[config.mk]
export PLATFORM = sky130hd
export DESIGN_NAME = pll_pwrup_seq
export DESIGN_NICKNAME = d
export VERILOG_FILES = /design/src/rtl/pll_seq_pkg.sv /design/src/rtl/pll_seq_regs.sv /design/src/rtl/pll_seq_fsm.sv /design/src/rtl/pll_seq_vote_watch.sv /design/src/rtl/pll_pwrup_seq.sv
export SDC_FILE = /design/constraint.sdc
export NUM_CORES = 1
export LEC_CHECK = 0
export ABC_AREA = 0
export BUFFER_PORTS_ARGS = -buffer_cell sky130_fd_sc_hd__buf_2
export CORE_ASPECT_RATIO = 1.75
export CORE_MARGIN = 2
export CORE_UTILIZATION = 55
export CTS_CLUSTER_SIZE = 8
export DETAILED_ROUTE_END_ITERATION = 10
export PLACE_DENSITY = 0.86
export SETUP_SLACK_MARGIN = 0.3
export SYNTH_ARGS = -nofsm -noshare
export SYNTH_HDL_FRONTEND = slang
export SYNTH_SLANG_ARGS = --single-unit
[constraint.sdc]
create_clock -name clk -period 4.4 [get_ports clk]
set_input_delay 0.44 -clock clk [delete_from_list [all_inputs] [get_ports clk]]
set_output_delay 0.44 -clock clk [all_outputs]
set_load 0.02 [all_outputs]
[src/rtl/pll_seq_pkg.sv]
package pll_seq_pkg;
  // field positions in the mode word (software decodes these)
  localparam int FLD_W      = 6;
  localparam int B_OUT      = 0;
  localparam int B_BYPN     = 1;
  localparam int B_RSTN     = 2;
  localparam int B_LCK_LSB  = 8;
  localparam int B_BIAS_LSB = 14;
  localparam int B_VEN      = 20;
  localparam int B_VRST     = 21;
  localparam int MODE_TOP   = B_VRST;
  localparam int FLD_MAX    = (1 << FLD_W) - 1;

  typedef enum logic [2:0] {
    SEQ_OFF,
    SEQ_BYPASS,
    SEQ_RELEASE,
    SEQ_ON,
    SEQ_DRAIN
  } seq_state_e;

  typedef struct packed {
    logic             vrst;
    logic             ven;
    logic [FLD_W-1:0] bias;
    logic [FLD_W-1:0] lock;
  } mode_cfg_t;
endpackage

[src/rtl/pll_seq_regs.sv]
module pll_seq_regs
  import pll_seq_pkg::*;
#(
  parameter int DATA_W = 32
) (
  input  logic              clk,
  input  logic              rst_n,
  input  logic              wr,
  input  logic              addr,
  input  logic [DATA_W-1:0] wdata,
  input  logic              outen,
  input  logic              bypass_n,
  input  logic              reset_n,
  input  logic              up,
  input  logic              timeout,
  output mode_cfg_t         cfg,
  output logic              sw_on,
  output logic              sw_off,
  output logic [DATA_W-1:0] rdata
);
  logic       mode_wr;
  logic [2:0] ctl;

  assign mode_wr = wr && !addr;
  assign ctl     = wdata[B_RSTN:B_OUT];
  // the vote bit of the same word gates software control
  assign sw_on   = mode_wr && !wdata[B_VEN] && (ctl == 3'b111);
  assign sw_off  = mode_wr && !wdata[B_VEN] && (ctl == 3'b000);

  always_ff @(posedge clk) begin
    if (!rst_n) begin
      cfg <= '0;
    end else if (mode_wr) begin
      cfg.lock <= wdata[B_LCK_LSB +: FLD_W];
      cfg.bias <= wdata[B_BIAS_LSB +: FLD_W];
      cfg.ven  <= wdata[B_VEN];
      cfg.vrst <= wdata[B_VRST];
    end
  end

  always_comb begin
    rdata = '0;
    if (!addr) begin
      rdata[B_OUT]               = outen;
      rdata[B_BYPN]              = bypass_n;
      rdata[B_RSTN]              = reset_n;
      rdata[B_LCK_LSB +: FLD_W]  = cfg.lock;
      rdata[B_BIAS_LSB +: FLD_W] = cfg.bias;
      rdata[B_VEN]               = cfg.ven;
      rdata[B_VRST]              = cfg.vrst;
    end else begin
      rdata[0] = up;
      rdata[1] = timeout;
    end
  end

  // reserved write bits
  generate
    if (DATA_W > MODE_TOP + 1) begin : g_wide
      logic unused_rsvd;
      assign unused_rsvd = ^{wdata[B_LCK_LSB-1:B_RSTN+1], wdata[DATA_W-1:MODE_TOP+1]};
    end else begin : g_exact
      logic unused_rsvd;
      assign unused_rsvd = ^wdata[B_LCK_LSB-1:B_RSTN+1];
    end
  endgenerate
endmodule

[src/rtl/pll_seq_fsm.sv]
module pll_seq_fsm
  import pll_seq_pkg::*;
#(
  parameter int TICKS_PER_US = 4,
  parameter int GAP_US       = 5,
  parameter int LOCK_US      = 50
) (
  input  logic      clk,
  input  logic      rst_n,
  input  mode_cfg_t cfg,
  input  logic      sw_on,
  input  logic      sw_off,
  input  logic      vote_req,
  input  logic      pll_lock,
  output logic      outen,
  output logic      bypass_n,
  output logic      reset_n,
  output logic      up
);
  localparam int MAX_A   = (GAP_US > LOCK_US) ? GAP_US : LOCK_US;
  localparam int MAX_US  = (MAX_A > FLD_MAX) ? MAX_A : FLD_MAX;
  localparam int MAX_CYC = MAX_US * TICKS_PER_US;
  localparam int CW      = $clog2(MAX_CYC + 1);

  function automatic logic [CW-1:0] span(input int unsigned us);
    int unsigned p;
    p = us * int'(TICKS_PER_US);
    if (p == 0) p = 1;
    return CW'(p);
  endfunction

  seq_state_e     st_q, st_d;
  logic [CW-1:0]  cnt_q, cnt_d;
  logic [CW-1:0]  gap_tgt, lock_tgt;
  logic [CW:0]    cnt_inc;
  logic           gap_done, wait_done;
  logic           vote_run, vote_stop;

  always_comb begin
    if (cfg.ven) begin
      gap_tgt  = span(int'(cfg.bias));
      lock_tgt = span(int'(cfg.lock));
    end else begin
      gap_tgt  = span(GAP_US);
      lock_tgt = span(LOCK_US);
    end
  end

  assign cnt_inc   = {1'b0, cnt_q} + 1'b1;
  assign gap_done  = cnt_inc >= {1'b0, gap_tgt};
  assign wait_done = cnt_inc >= {1'b0, lock_tgt};
  assign vote_run  = cfg.ven && !cfg.vrst && vote_req;
  assign vote_stop = cfg.ven && !vote_run;

  always_comb begin
    st_d  = st_q;
    cnt_d = cnt_q;
    if (sw_off) begin
      st_d  = SEQ_OFF;
      cnt_d = '0;
    end else if (sw_on && st_q == SEQ_OFF) begin
      st_d  = SEQ_BYPASS;
      cnt_d = '0;
    end else begin
      unique case (st_q)
        SEQ_OFF: begin
          cnt_d = '0;
          if (vote_run) st_d = SEQ_BYPASS;
        end
        SEQ_BYPASS: begin
          if (vote_stop) begin
            st_d  = SEQ_OFF;
            cnt_d = '0;
          end else if (gap_done) begin
            st_d  = SEQ_RELEASE;
            cnt_d = '0;
          end else begin
            cnt_d = cnt_inc[CW-1:0];
          end
        end
        SEQ_RELEASE: begin
          if (vote_stop) begin
            st_d  = SEQ_OFF;
            cnt_d = '0;
          end else if (wait_done) begin
            if (pll_lock) begin
              st_d  = SEQ_ON;
              cnt_d = '0;
            end
          end else begin
            cnt_d = cnt_inc[CW-1:0];
          end
        end
        SEQ_ON: begin
          if (cfg.ven && cfg.vrst) st_d = SEQ_OFF;
          else if (vote_stop)      st_d = SEQ_DRAIN;
        end
        SEQ_DRAIN: st_d = SEQ_OFF;
        default:   st_d = SEQ_OFF;
      endcase
    end
  end

  always_ff @(posedge clk) begin
    if (!rst_n) begin
      st_q  <= SEQ_OFF;
      cnt_q <= '0;
    end else begin
      st_q  <= st_d;
      cnt_q <= cnt_d;
    end
  end

  always_comb begin
    outen    = 1'b0;
    bypass_n = 1'b0;
    reset_n  = 1'b0;
    unique case (st_q)
      SEQ_BYPASS:  bypass_n = 1'b1;
      SEQ_RELEASE: begin bypass_n = 1'b1; reset_n = 1'b1; end
      SEQ_ON:      begin bypass_n = 1'b1; reset_n = 1'b1; outen = 1'b1; end
      SEQ_DRAIN:   begin bypass_n = 1'b1; reset_n = 1'b1; end
      default:     ;
    endcase
  end
  assign up = (st_q == SEQ_ON);

  // cycles spent out of bypass with reset still held
  logic [CW:0] age_q;
  always_ff @(posedge clk) begin
    if (!rst_n)                age_q <= '0;
    else if (!bypass_n)        age_q <= '0;
    else if (!reset_n && age_q != '1) age_q <= age_q + 1'b1;
  end

  assert_gap_R2: assert property (@(posedge clk) disable iff (!rst_n)
    ($rose(reset_n) && !cfg.ven) |-> (age_q >= {1'b0, gap_tgt}));

  assert_lock_R2: assert property (@(posedge clk) disable iff (!rst_n)
    $rose(outen) |-> $past(pll_lock));

  assert_order_R2: assert property (@(posedge clk) disable iff (!rst_n)
    $rose(outen) |-> ($past(reset_n) && $past(bypass_n)));

  assert_drain_R8: assert property (@(posedge clk) disable iff (!rst_n)
    (st_q == SEQ_ON && cfg.ven && !cfg.vrst && !vote_req && !sw_off && !sw_on)
      |=> (!outen && reset_n && bypass_n));
endmodule

[src/rtl/pll_seq_vote_watch.sv]
module pll_seq_vote_watch #(
  parameter int WIN_CYC = 800
) (
  input  logic clk,
  input  logic rst_n,
  input  logic armed,
  input  logic up,
  output logic timeout
);
  localparam int WW = $clog2(WIN_CYC + 1);

  logic [WW-1:0] cnt_q;

  always_ff @(posedge clk) begin
    if (!rst_n || !armed) begin
      cnt_q   <= '0;
      timeout <= 1'b0;
    end else if (up) begin
      cnt_q <= '0;
    end else if (!timeout) begin
      if (cnt_q == WW'(WIN_CYC - 1)) timeout <= 1'b1;
      else                           cnt_q   <= cnt_q + 1'b1;
    end
  end

  assert_to_clear_R10: assert property (@(posedge clk) disable iff (!rst_n)
    !armed |=> !timeout);
endmodule

[src/rtl/pll_pwrup_seq.sv]
module pll_pwrup_seq
  import pll_seq_pkg::*;
#(
  parameter int DATA_W       = 32,
  parameter int TICKS_PER_US = 4,
  parameter int GAP_US       = 5,
  parameter int LOCK_US      = 50,
  parameter int POLL_LIMIT   = 200
) (
  input  logic              clk,
  input  logic              rst_n,
  input  logic              reg_wr,
  input  logic              reg_addr,
  input  logic [DATA_W-1:0] reg_wdata,
  output logic [DATA_W-1:0] reg_rdata,
  input  logic              vote_req,
  input  logic              pll_lock,
  output logic              pll_outen,
  output logic              pll_bypass_n,
  output logic              pll_reset_n,
  output logic              pll_up,
  output logic              vote_timeout
);
  localparam int WIN_CYC = POLL_LIMIT * TICKS_PER_US;

  mode_cfg_t cfg;
  logic      sw_on, sw_off;
  logic      armed;

  pll_seq_regs #(.DATA_W(DATA_W)) u_regs (
    .clk, .rst_n,
    .wr(reg_wr), .addr(reg_addr), .wdata(reg_wdata),
    .outen(pll_outen), .bypass_n(pll_bypass_n), .reset_n(pll_reset_n),
    .up(pll_up), .timeout(vote_timeout),
    .cfg, .sw_on, .sw_off, .rdata(reg_rdata)
  );

  pll_seq_fsm #(
    .TICKS_PER_US(TICKS_PER_US), .GAP_US(GAP_US), .LOCK_US(LOCK_US)
  ) u_fsm (
    .clk, .rst_n, .cfg, .sw_on, .sw_off, .vote_req, .pll_lock,
    .outen(pll_outen), .bypass_n(pll_bypass_n), .reset_n(pll_reset_n), .up(pll_up)
  );

  assign armed = cfg.ven && !cfg.vrst && vote_req;

  pll_seq_vote_watch #(.WIN_CYC(WIN_CYC)) u_watch (
    .clk, .rst_n, .armed, .up(pll_up), .timeout(vote_timeout)
  );

  assert_swoff_R5: assert property (@(posedge clk) disable iff (!rst_n)
    sw_off |=> (!pll_outen && !pll_bypass_n && !pll_reset_n && !pll_up));

  assert_up_hold_R3: assert property (@(posedge clk) disable iff (!rst_n)
    (pll_up && !sw_off && !cfg.ven) |=> pll_up);
endmodule

# After elaboration in Yosys (flattened, before gate mapping)

Cells that the tools add are included.
W data, S select, Z words.

Reduce and logical (&&, ||, !) cells: 29
Eq/ne operators: 17
Muxes and demuxes: 28
$lt $le $gt $ge: 2
Divide/modulo/power cells: 0
$add $sub $neg: 2
Multipliers: 0
Shifts and indexed selects: 0
Bitwise logic cells: 3

Operators by type and width:

| cell                    | number |
|---|---|
| $mux W8                 | 9 |
| $mux W3                 | 8 |
| $pmux W8 S3             | 1 |
| $ge A9 B8 Y1            | 2 |
| $logic_not A9 Y1        | 2 |
| $mux W14                | 1 |
| $ne A4 B1 Y1 const B    | 3 |
| $pmux W3 S4             | 1 |
| $add A10 B1 Y10 const B | 1 |
| $eq A10 B10 Y1 const B  | 1 |
| $reduce_and A5 Y1       | 2 |
| $add A8 B1 Y9 const B   | 1 |
| $logic_and A1 B1 Y1     | 9 |
| $ne A3 B1 Y1 const B    | 3 |
| $mux W1                 | 7 |
| $eq A3 B2 Y1 const B    | 2 |
| $eq A3 B3 Y1 const B    | 2 |
| $logic_not A3 Y1        | 2 |
| $ne A3 B2 Y1 const B    | 2 |
| $reduce_or A3 Y1        | 2 |
| $logic_not A1 Y1        | 5 |
| $ne A4 B2 Y1 const B    | 1 |
| $ne A4 B4 Y1 const B    | 1 |
| $reduce_and A2 Y1       | 2 |
| other kinds (8)         | 11 |

Memories: 0
Bits in registers: 36
Logic and storage cells: 90
Bits in latches: 0
Bits of input ports: 38
Bits in read-only memories: 0
Memory bits (writable): 0
Output and inout port bits: 37

# Longest topological paths before layout

Gate-level depths: netlist of the first run.

Word-level depth: 9
Mapped depth: 12
Gate-level depth less buffers: 11

# Cells and area by module

A second synthesis of the first run with hierarchy kept.

Cell total of the unflattened synthesis: 301
Area, all modules: 2511.2 um^2

By module, submodules not included:

| module             | area an instance (um^2) | times used | seq. area each (um^2) | cells each |
|---|---|---|---|---|
| pll_seq_fsm        | 1078.5                  | 1          | 220.2                 | 136 |
| pll_seq_regs       | 875.8                   | 1          | 280.3                 | 102 |
| pll_seq_vote_watch | 548.0                   | 1          | 220.2                 | 62 |
| pll_pwrup_seq      | 8.8                     | 1          | 0.0                   | 1 |

# Worst setup path before layout of the first run

Ideal clock, no wire load.

Kind: reg-to-reg
From: register u_fsm.cnt_q[0]
To: register u_fsm.st_q[0]
Library setup time: 86 ps
Slack: 1509 ps
Data required time: 4314 ps
Stages on the path, launching flop included: 13
Data arrival time: 2805 ps
Path buffers: 1
Clock period less this slack: 2891 ps
Path through: dfxtp_1 > ha_1 > nand4_1 > or2_2 > xnor2_1 > ha_1 > o21a_1 > o21ai_0 > a31oi_1 > or4_1 > buf_6 > a31o_1 > a221oi_2

Word-level cells in the longest chain between the ends: 4
Elaborated cells between the ends (all ways): 6

RTL lines:

| element                                | line                                 | text |
|---|---|---|
| start, declared                        | pll_seq_fsm.sv:33                    | `logic [CW-1:0] cnt_q, cnt_d;` |
| start signal, assigned                 | pll_seq_fsm.sv:110                   | `cnt_q <= cnt_d;` |
| $add A8 B1 Y9 *                        | pll_seq_fsm.sv:49                    | `assign cnt_inc = {1'b0, cnt_q} + 1'b1;` |
| $ge A9 B8 Y1, on equally long branches | pll_seq_fsm.sv:51, pll_seq_fsm.sv:50 |  |
| $ne A4 B1 Y1 (no source line)          | -                                    |  |
| $reduce_and A5 Y1 (no source line) *   | -                                    |  |
| end signal, assigned                   | pll_seq_fsm.sv:109                   | `st_q <= st_d;` |
| end, declared                          | pll_seq_fsm.sv:32                    | `seq_state_e st_q, st_d;` |

Every way passes the cells marked *; elsewhere a longest branch is shown, timed or not.
A chain may end at the register's enable or synchronous reset.

# Worst setup path after layout of the first run

From: register u_fsm.cnt_q[0]
To: register u_fsm.cnt_q[3]

Word-level cells in the longest chain between the ends: 5
Elaborated cells between the ends (all ways): 10

RTL lines:

| element                                | line                                 | text |
|---|---|---|
| $add A8 B1 Y9 *                        | pll_seq_fsm.sv:49                    |  |
| $ge A9 B8 Y1, on equally long branches | pll_seq_fsm.sv:51, pll_seq_fsm.sv:50 |  |
| $mux W8, on equally long branches      | pll_seq_fsm.sv:85, pll_seq_fsm.sv:74 |  |
| $mux W8, on equally long branches      | pll_seq_fsm.sv:82, pll_seq_fsm.sv:71 |  |
| $pmux W8 S3                            | pll_seq_fsm.sv:65                    | `unique case (st_q)` |

Marked as above.

==> reports/summary.md, run 1 <==
Number of nets at the end of the flow: 381. The flow ran to the end, and the final reports show no timing, DRC or antenna violations. The critical path in this run is classified as flip-flop to flip-flop. The most area-hungry cell type in the Yosys netlist is dfxtp_1. Data on the critical path is required at its endpoint by 4.63 ns. The clock net in this run drives a total of 36 sinks. The minimum period implied by the final worst setup slack works out to 3.41 ns. By count the netlist is led by nand2_1 (47), dfxtp_1 (36), nor2b_1 (22). Setup violations remaining at the end of the flow were counted as 0. The worst hold path belongs to the class primary input to flip-flop. In this run, synthesis inferred 0 flip-flops with an integrated enable.

The half-perimeter wire length after detailed placement is 4020 um. In this run the count of I/O pins placed on the die edge is 75. For this design the static power due to leakage is 1.10 nW.

Buffers inserted during post-CTS setup optimization: 0. The run gives 0.367 as the normalized max-slew margin. Full die area: 4740 um2. In this run the remaining antenna-violating nets after routing total 0.

The worst setup path is launched from a flip-flop. The async set-reset flop share out of synthesis came out at 0. Share of the clock period used by the worst path: 0.774. The tools report the cell area after technology mapping as 2300 um2. Summing internal, switching and leakage power gives 0.821 mW. TritonCTS built the clock tree. The run gives 2 as the number of H-tree branching levels.

Fill cells in the final layout number 377. The root buffer cell chosen for the clock tree is clkbuf_8. Setup repair after global routing left no endpoint under its margin. The initialized floorplan defines 31 standard-cell rows. The run gives 0.823 as the final weighted congestion in routability-driven placement. The data arrival time at the worst-slack endpoint came out at 3.64 ns. Entering global routing, the biggest net connects 19 pins.

The pre-antenna-repair detailed-routing pass consisted of 4 iterations. The run gives 0 as the number of hold violations in the final report. The number of synthesized register bits works out to 36. Critical path endpoint category: a flip-flop. By area the synthesized netlist is led by dfxtp_1 (31%), ha_1 (8.7%), nand2_1 (7.7%), nor2b_1 (6.0%), buf_4 (5.5%).

In the routed layout, each cell is associated on average with a via count of 5.52. For the pin with the worst max-slew slack, the measured transition is 0.947 ns. The area share of the largest cell type after synthesis came out at 0.313. For the final database, setup skew stands at 0.00345 ns.

Global routing finished with a remaining overflow of 0. For this run, the number of Yosys warnings is 0. The total routing resource utilization after global routing is 0.234. Number of remaining DRC errors: 0. The sequential cells in the finished layout cover a total of 721 um2. Initial core utilization: 0.566. The fraction of final layout cells with drive strength greater than 1 was 0.177.

The distinct cell type count after synthesis came out at 51. Synthesis-to-layout area growth: 11.5%. Counting the buffers created by CTS gives 5. The synthesized area divided by synthesized cell count works out to 8.00 um2.

0 antenna diodes ended up in the layout. The vertical extent of the die came out at 89.6 um. The tools report the synthesized instance count as 288. For the sequential-to-total area share from yosys stat, the log shows 0.313. The most common cell in the synthesized netlist is nand2_1. Most instantiated flip-flop cell in the synthesis netlist: dfxtp_1. The average wire per standard cell is 13.4 um, and the post-route setup TNS is 0 ns.

Of all nets on the critical path, the largest fanout is 7. The number of hold buffers added after CTS was 0. The width of the die was 52.9 um.

Across the run, the number of max-cap violations was 0. The wire length after detailed routing is 5050 um, and the power per cell area is 319 nW/um2. Buffers placed on the I/O ports in this run total 44. The logs give 2077 for the overall via count from detail_route and 2015 for the via count of the first global-routing pass. The core area was 4070 um2.

The total of cells resized after clock tree synthesis was 0. The wire length of the first global-routing pass came out at 8340 um. Number of antenna violations at the first check in global routing: 0. The clock insertion delay at the later pin of the skew report is 0.29 ns, and the worst voltage drop across the vdd grid is 0.198 mV. In the final layout, the multi-input gates occupy 1430 um2. The clock slew at the register clock pins of the worst setup and hold paths came out at 0.07 ns. The number of max-slew violations in the final report is 0.

In this run the deepest clock path goes through 2 buffers. Derived from the worst setup path, the maximum achievable clock frequency is 0.294 GHz. The first routing iteration left 47 violations.
==> where the power goes <==
part | internal [mW] | total [mW] | switching [mW]
clock | 0.139 | 0.254 | 0.114
combinational | 0.0726 | 0.200 | 0.127
sequential | 0.342 | 0.367 | 0.0254
==> kinds of logic after synthesis <==
logic type	after synthesis	synth area share
simple gates	127	0.271
flops	36	0.313
fa+ha+maj	16	0.0869
other cells	1	0.00163
compound gates	57	0.179
buf+inv	36	0.0896
mux	2	0.00923
xor+xnor	13	0.0494
==> state kept, by name, indices dropped and copies added (netlist names) <==
register         flops
u_fsm.cnt_q          8
u_fsm.st_q           3
u_regs.cfg          14
u_watch.cnt_q       10
u_watch.timeout      1
==> stage by stage <==
stage | hold slack, ns | setup slack, ns | cells | utilization | cell area, um2
6_report | 0.368 | 0.994 | 376 | 0.631 | 2570
5_1_grt | 0.374 | 0.775 | 376 | 0.631 | 2570
4_1_cts | 0.354 | 1.00 | 376 | 0.631 | 2570
3_5_place_dp | 0.457 | 1.02 | 369 | 0.607 | 2470
3_3_place_gp | 0.443 | 1.11 | 369 | 0.607 | 2470
2_1_floorplan | 0.436 | 1.51 | 302 | - | 2360
==> layout by cell type (no fill, tap or decap), drive strengths merged, types with 4 or more instances in the layout <==
cell type  instances
inv                9
xnor2              7
buf               45
nor2b             22
a21oi             22
o21ai              5
xor2               6
conb              15
dfxtp             36
nor2              20
nor3               6
nand3              7
ha                16
nand2             47
clkbuf             7
nand4              6
a22o               4
==> cell type report <==
cell class / instances / share of cell area
Tap cell: 49 / 0.0239
Sequential cell: 36 / 0.280
Timing Repair Buffer: 45 / 0.0886
Inverter: 9 / 0.0131
Multi-Input combinational cell: 230 / 0.556
Clock buffer: 7 / 0.0375
==> worst max-delay path, cell delays in order, from the launching register on <==
cell and delay [ns]:
dfxtp_1 0.45, ha_1 0.24, nand4_1 0.14, or2_2 0.34, xnor2_1 0.25, ha_1 0.30
o21a_1 0.11, o21ai_0 0.15, a31oi_1 0.10, or4_1 0.73, a21oi_2 0.34, a22o_1 0.20
==> routing by layer <==
layer  global-route usage  wire, um
met5                    0         0
met4                0.128       125
met3               0.0513       184
met2                0.427      2840
met1                0.239      1910
==> final timing paths <==
path / start / to / slack [ns] / cells past startpoint
setup / recovery: u_fsm.cnt_q[0] / u_fsm.cnt_q[3] / 0.99 / 11
hold / removal: vote_req / u_fsm.st_q[2] / 0.37 / 2
setup reg to reg: u_fsm.cnt_q[0] / u_fsm.cnt_q[3] / 0.99 / 11
hold reg to reg: u_regs.cfg[13] / u_regs.cfg[13] / 0.47 / 2
(Power assumes the default switching activity.)
==> inputs of run 2 (changes only) <==
--- a/config.mk
+++ b/config.mk
@@ -9,10 +9,10 @@
 export BUFFER_PORTS_ARGS = -buffer_cell sky130_fd_sc_hd__buf_2
 export CORE_ASPECT_RATIO = 1.75
 export CORE_MARGIN = 2
-export CORE_UTILIZATION = 55
+export CORE_UTILIZATION = 46
 export CTS_CLUSTER_SIZE = 8
 export DETAILED_ROUTE_END_ITERATION = 10
-export PLACE_DENSITY = 0.86
+export PLACE_DENSITY = 0.76
 export SETUP_SLACK_MARGIN = 0.3
 export SYNTH_ARGS = -nofsm -noshare
 export SYNTH_HDL_FRONTEND = slang
==> constraint.sdc (replaced) <==
create_clock -name clk -period 2.9 [get_ports clk]
set_input_delay 0.29 -clock clk [delete_from_list [all_inputs] [get_ports clk]]
set_output_delay 0.29 -clock clk [all_outputs]
set_load 0.02 [all_outputs]
==> run 2 against run 1 <==
Compared with the run above:
- utilization shrank 5.0 points
- sequential power grew 53%
- wire length grew 7.4%
- register-to-register slack lost 0.82 ns
- worst hold slack lost 0.17 ns
- global-route usage shrank 3.5 points
- flip-flop and latch count is the same
- via count grew 3.3%
- cell area grew 11%
- die area grew 18%
- combinational power grew 85%
==> reports/summary.md, run 2 (synthesis results as in run 1) <==
The run gives 0.30 ns as the clock insertion delay at the later pin of the skew report. The largest individual stage delay along the critical path comes from the cell or4b_4. The tools report the number of buffers between clock root and the deepest sink as 2. The flow ran to the end, and the final reports show no timing, DRC or antenna violations. The width of the die works out to 57.5 um. In the routed design, unresolved DRC markers number 0. The H-tree was split into 2 levels. The cell at the root of the clock tree was clkbuf_8.

Setup repair after global routing could not meet its margin everywhere. The total design power was 1.29 mW; the number of buffer and inverter stages on the critical path was 1. The region available for standard cell placement spans 4890 um2. The synthesis-to-layout area growth was 23.3%; the transition time at the pin with the least slew margin was 0.888 ns. The power share of the combinational group was 0.285; the number of cells in the finished layout apart from fillers was 399.

The tools report the number of hold violations in the final report as 0. The share of the clock period used by the worst path works out to 0.941. Commonest non-fill, non-tap cell in the layout: nand2_1. Across the whole layout, storage elements account for 729 um2. The logs give 36 for the CTS sink count and 5610 um2 for the full die area.

The die is 97.6 um tall. The tools report the via count of the first global-routing pass as 2038. The worst setup path is of the flip-flop to flip-flop kind.

The run gives 1.21 nW as the total leakage power. The logs give 3.14 ns for the required arrival time at the worst endpoint and 75 for the number of primary I/O pins. The detail route stage leaves a number of antenna-violating nets equal to 0. Along the worst path, the maximum fanout reaches 6.

The fraction of final layout cells with drive strength greater than 1 is 0.290. At the placement stage, the worst setup path has a slack of 0.0870 ns. The normalized max-slew margin came out at 0.407. After detailed placement, the design holds a cell count of 389. The kind of start point of the critical path is a flip-flop. The signal on the critical path passes through nor2b_2, and3_1, ha_1, or4b_4, o2111ai_2, a31oi_1, or4_1, buf_6, a2111oi_4, a221o_1.

Dividing total power by cell area gives a power density of 455 nW/um2. For the total iterations of the first detailed-routing run, the log shows 4. STA classifies the critical path endpoint as a flip-flop.

The final weighted congestion in routability-driven placement was 0.813; the average wire per standard cell was 13.6 um. Minimum period implied by the final worst setup slack: 2.73 ns. The first routing iteration left 36 violations. Adding up every negative setup slack in the final design gives 0 ns. The register with the most flip-flops in the final layout is u_regs.cfg. Based on the critical path, the design can be clocked at up to 0.366 GHz. The maximum single-stage delay on the critical path works out to 0.52 ns. The combined area of the multi-input logic cells came out at 1560 um2. The repair_antennas step left the layout with diodes totalling 0. For the total routing resource utilization after global routing, the log shows 0.199. After floorplanning, the core was divided into 34 placement rows. For the max-cap check violation count, the log shows 0.

TritonCTS built the clock tree. Entering global routing, the biggest net connects 18 pins. Clock-pin slew was measured on the worst setup and hold paths at 0.08 ns. Setup violations remaining at the end of the flow were counted as 0.

The register with the most flip-flops in the layout has 14 of them. Vias per cell: 5.38. The path class of the lowest-slack min-delay path was primary input to flip-flop. The largest registers in the layout are u_regs.cfg x14, u_watch.cnt_q x10, u_fsm.cnt_q x8. The tools report the overall via count from detail_route as 2145.

The power share of the sequential group is 0.435. Leaving out fill and tap cells, the most frequent cells in the layout are nand2_1 (46), buf_2 (44), dfxtp_1 (31). The residual overflow from global routing is 0. The tools report the clock network power share as 0.279.

The net load switching power came out at 0.443 mW. The initial core utilization was 0.471. The final-layout fill cell count came out at 437. The cell family contributing the most delay on the critical path is simple AND/OR/NAND/NOR gates. Net switching fraction of the power: 0.342. After detailed routing, the total wire length is 5430 um. After legalization and detailed placement, the total HPWL measured 4240 um. The number of max-slew violations in the final report is 0. For the final database, setup skew stands at 0.00866 ns. The wire length of the first global-routing pass is 8890 um, and the number of buffer cells added on primary ports is 44. The number of antenna violations at the first check in global routing was 0; the clock buffer count from CTS was 5. The cell-internal power is 0.850 mW, and the final worst setup slack is 0.170 ns.

The worst voltage drop across the vdd grid was 0.390 mV. The net count of the finished layout is 398. Data arrives at the worst endpoint at 2.97 ns.
## run 2: final timing paths
| path | startpoint | end | slack [ns] | cells after the start |
|---|---|---|---|---|
| worst max register to register | u_regs.cfg[12] | u_fsm.cnt_q[5] | 0.17 | 10 |
| worst max-delay path | u_regs.cfg[12] | u_fsm.cnt_q[5] | 0.17 | 10 |
| worst min-delay path | vote_req | u_fsm.st_q[2] | 0.20 | 2 |
| worst min register to register | u_regs.cfg[13] | u_regs.cfg[13] | 0.47 | 2 |
## run 2: power groups by stage
stage          sequential, mW  combinational (mW)  clock (mW)
6_report                0.563               0.369       0.361
5_1_grt                 0.566               0.404       0.384
4_1_cts                 0.561               0.357       0.366
3_5_place_dp            0.572               0.346           0
3_3_place_gp            0.572               0.342           0
2_1_floorplan           0.551               0.268           0
## run 2: cell type report
class	count	share of cell area
Sequential cell	36	0.257
Inverter	9	0.0119
Clock buffer	5	0.0242
Tap cell	54	0.0238
Multi-Input combinational cell	230	0.549
Clock inverter	3	0.00660
Timing Repair Buffer	62	0.128
## run 2: worst register-to-register path, delay by kind of cell (launching register included)
kind	cells	cell delay [ns]
buf+inv	1	0.15
flops	1	0.33
simple gates	4	1.29
fa+ha+maj	1	0.22
compound gates	4	0.67
## run 2: per-stage QoR
step | hold slack, ns | area, um2 | util
floorplan | 0.368 | 2390 | -
global placement | 0.443 | 2620 | 0.536
detailed placement | 0.456 | 2620 | 0.536
CTS | 0.203 | 2770 | 0.565
global route | 0.215 | 2840 | 0.581
finish | 0.203 | 2840 | 0.581
## run 2: per-layer routing
layer / wire, um / track usage / vias to the layer above / share of wire
met1: 2130 / 0.202 / 990 / 0.39
met2: 2990 / 0.382 / 59 / 0.55
met5: 0 / 0 / - / 0
met4: 130 / 0.0751 / 0 / 0.024
li1: - / - / 1084 / -
met3: 186 / 0.0333 / 12 / 0.034
## run 2: repair_timing
action | in CTS | in global routing
resized for setup | 9 | 14
gates cloned | 0 | 0
setup buffers | 2 | 0
setup endpoints to repair | 9 | 10
pin swaps | 9 | 3
hold buffers | 0 | 0
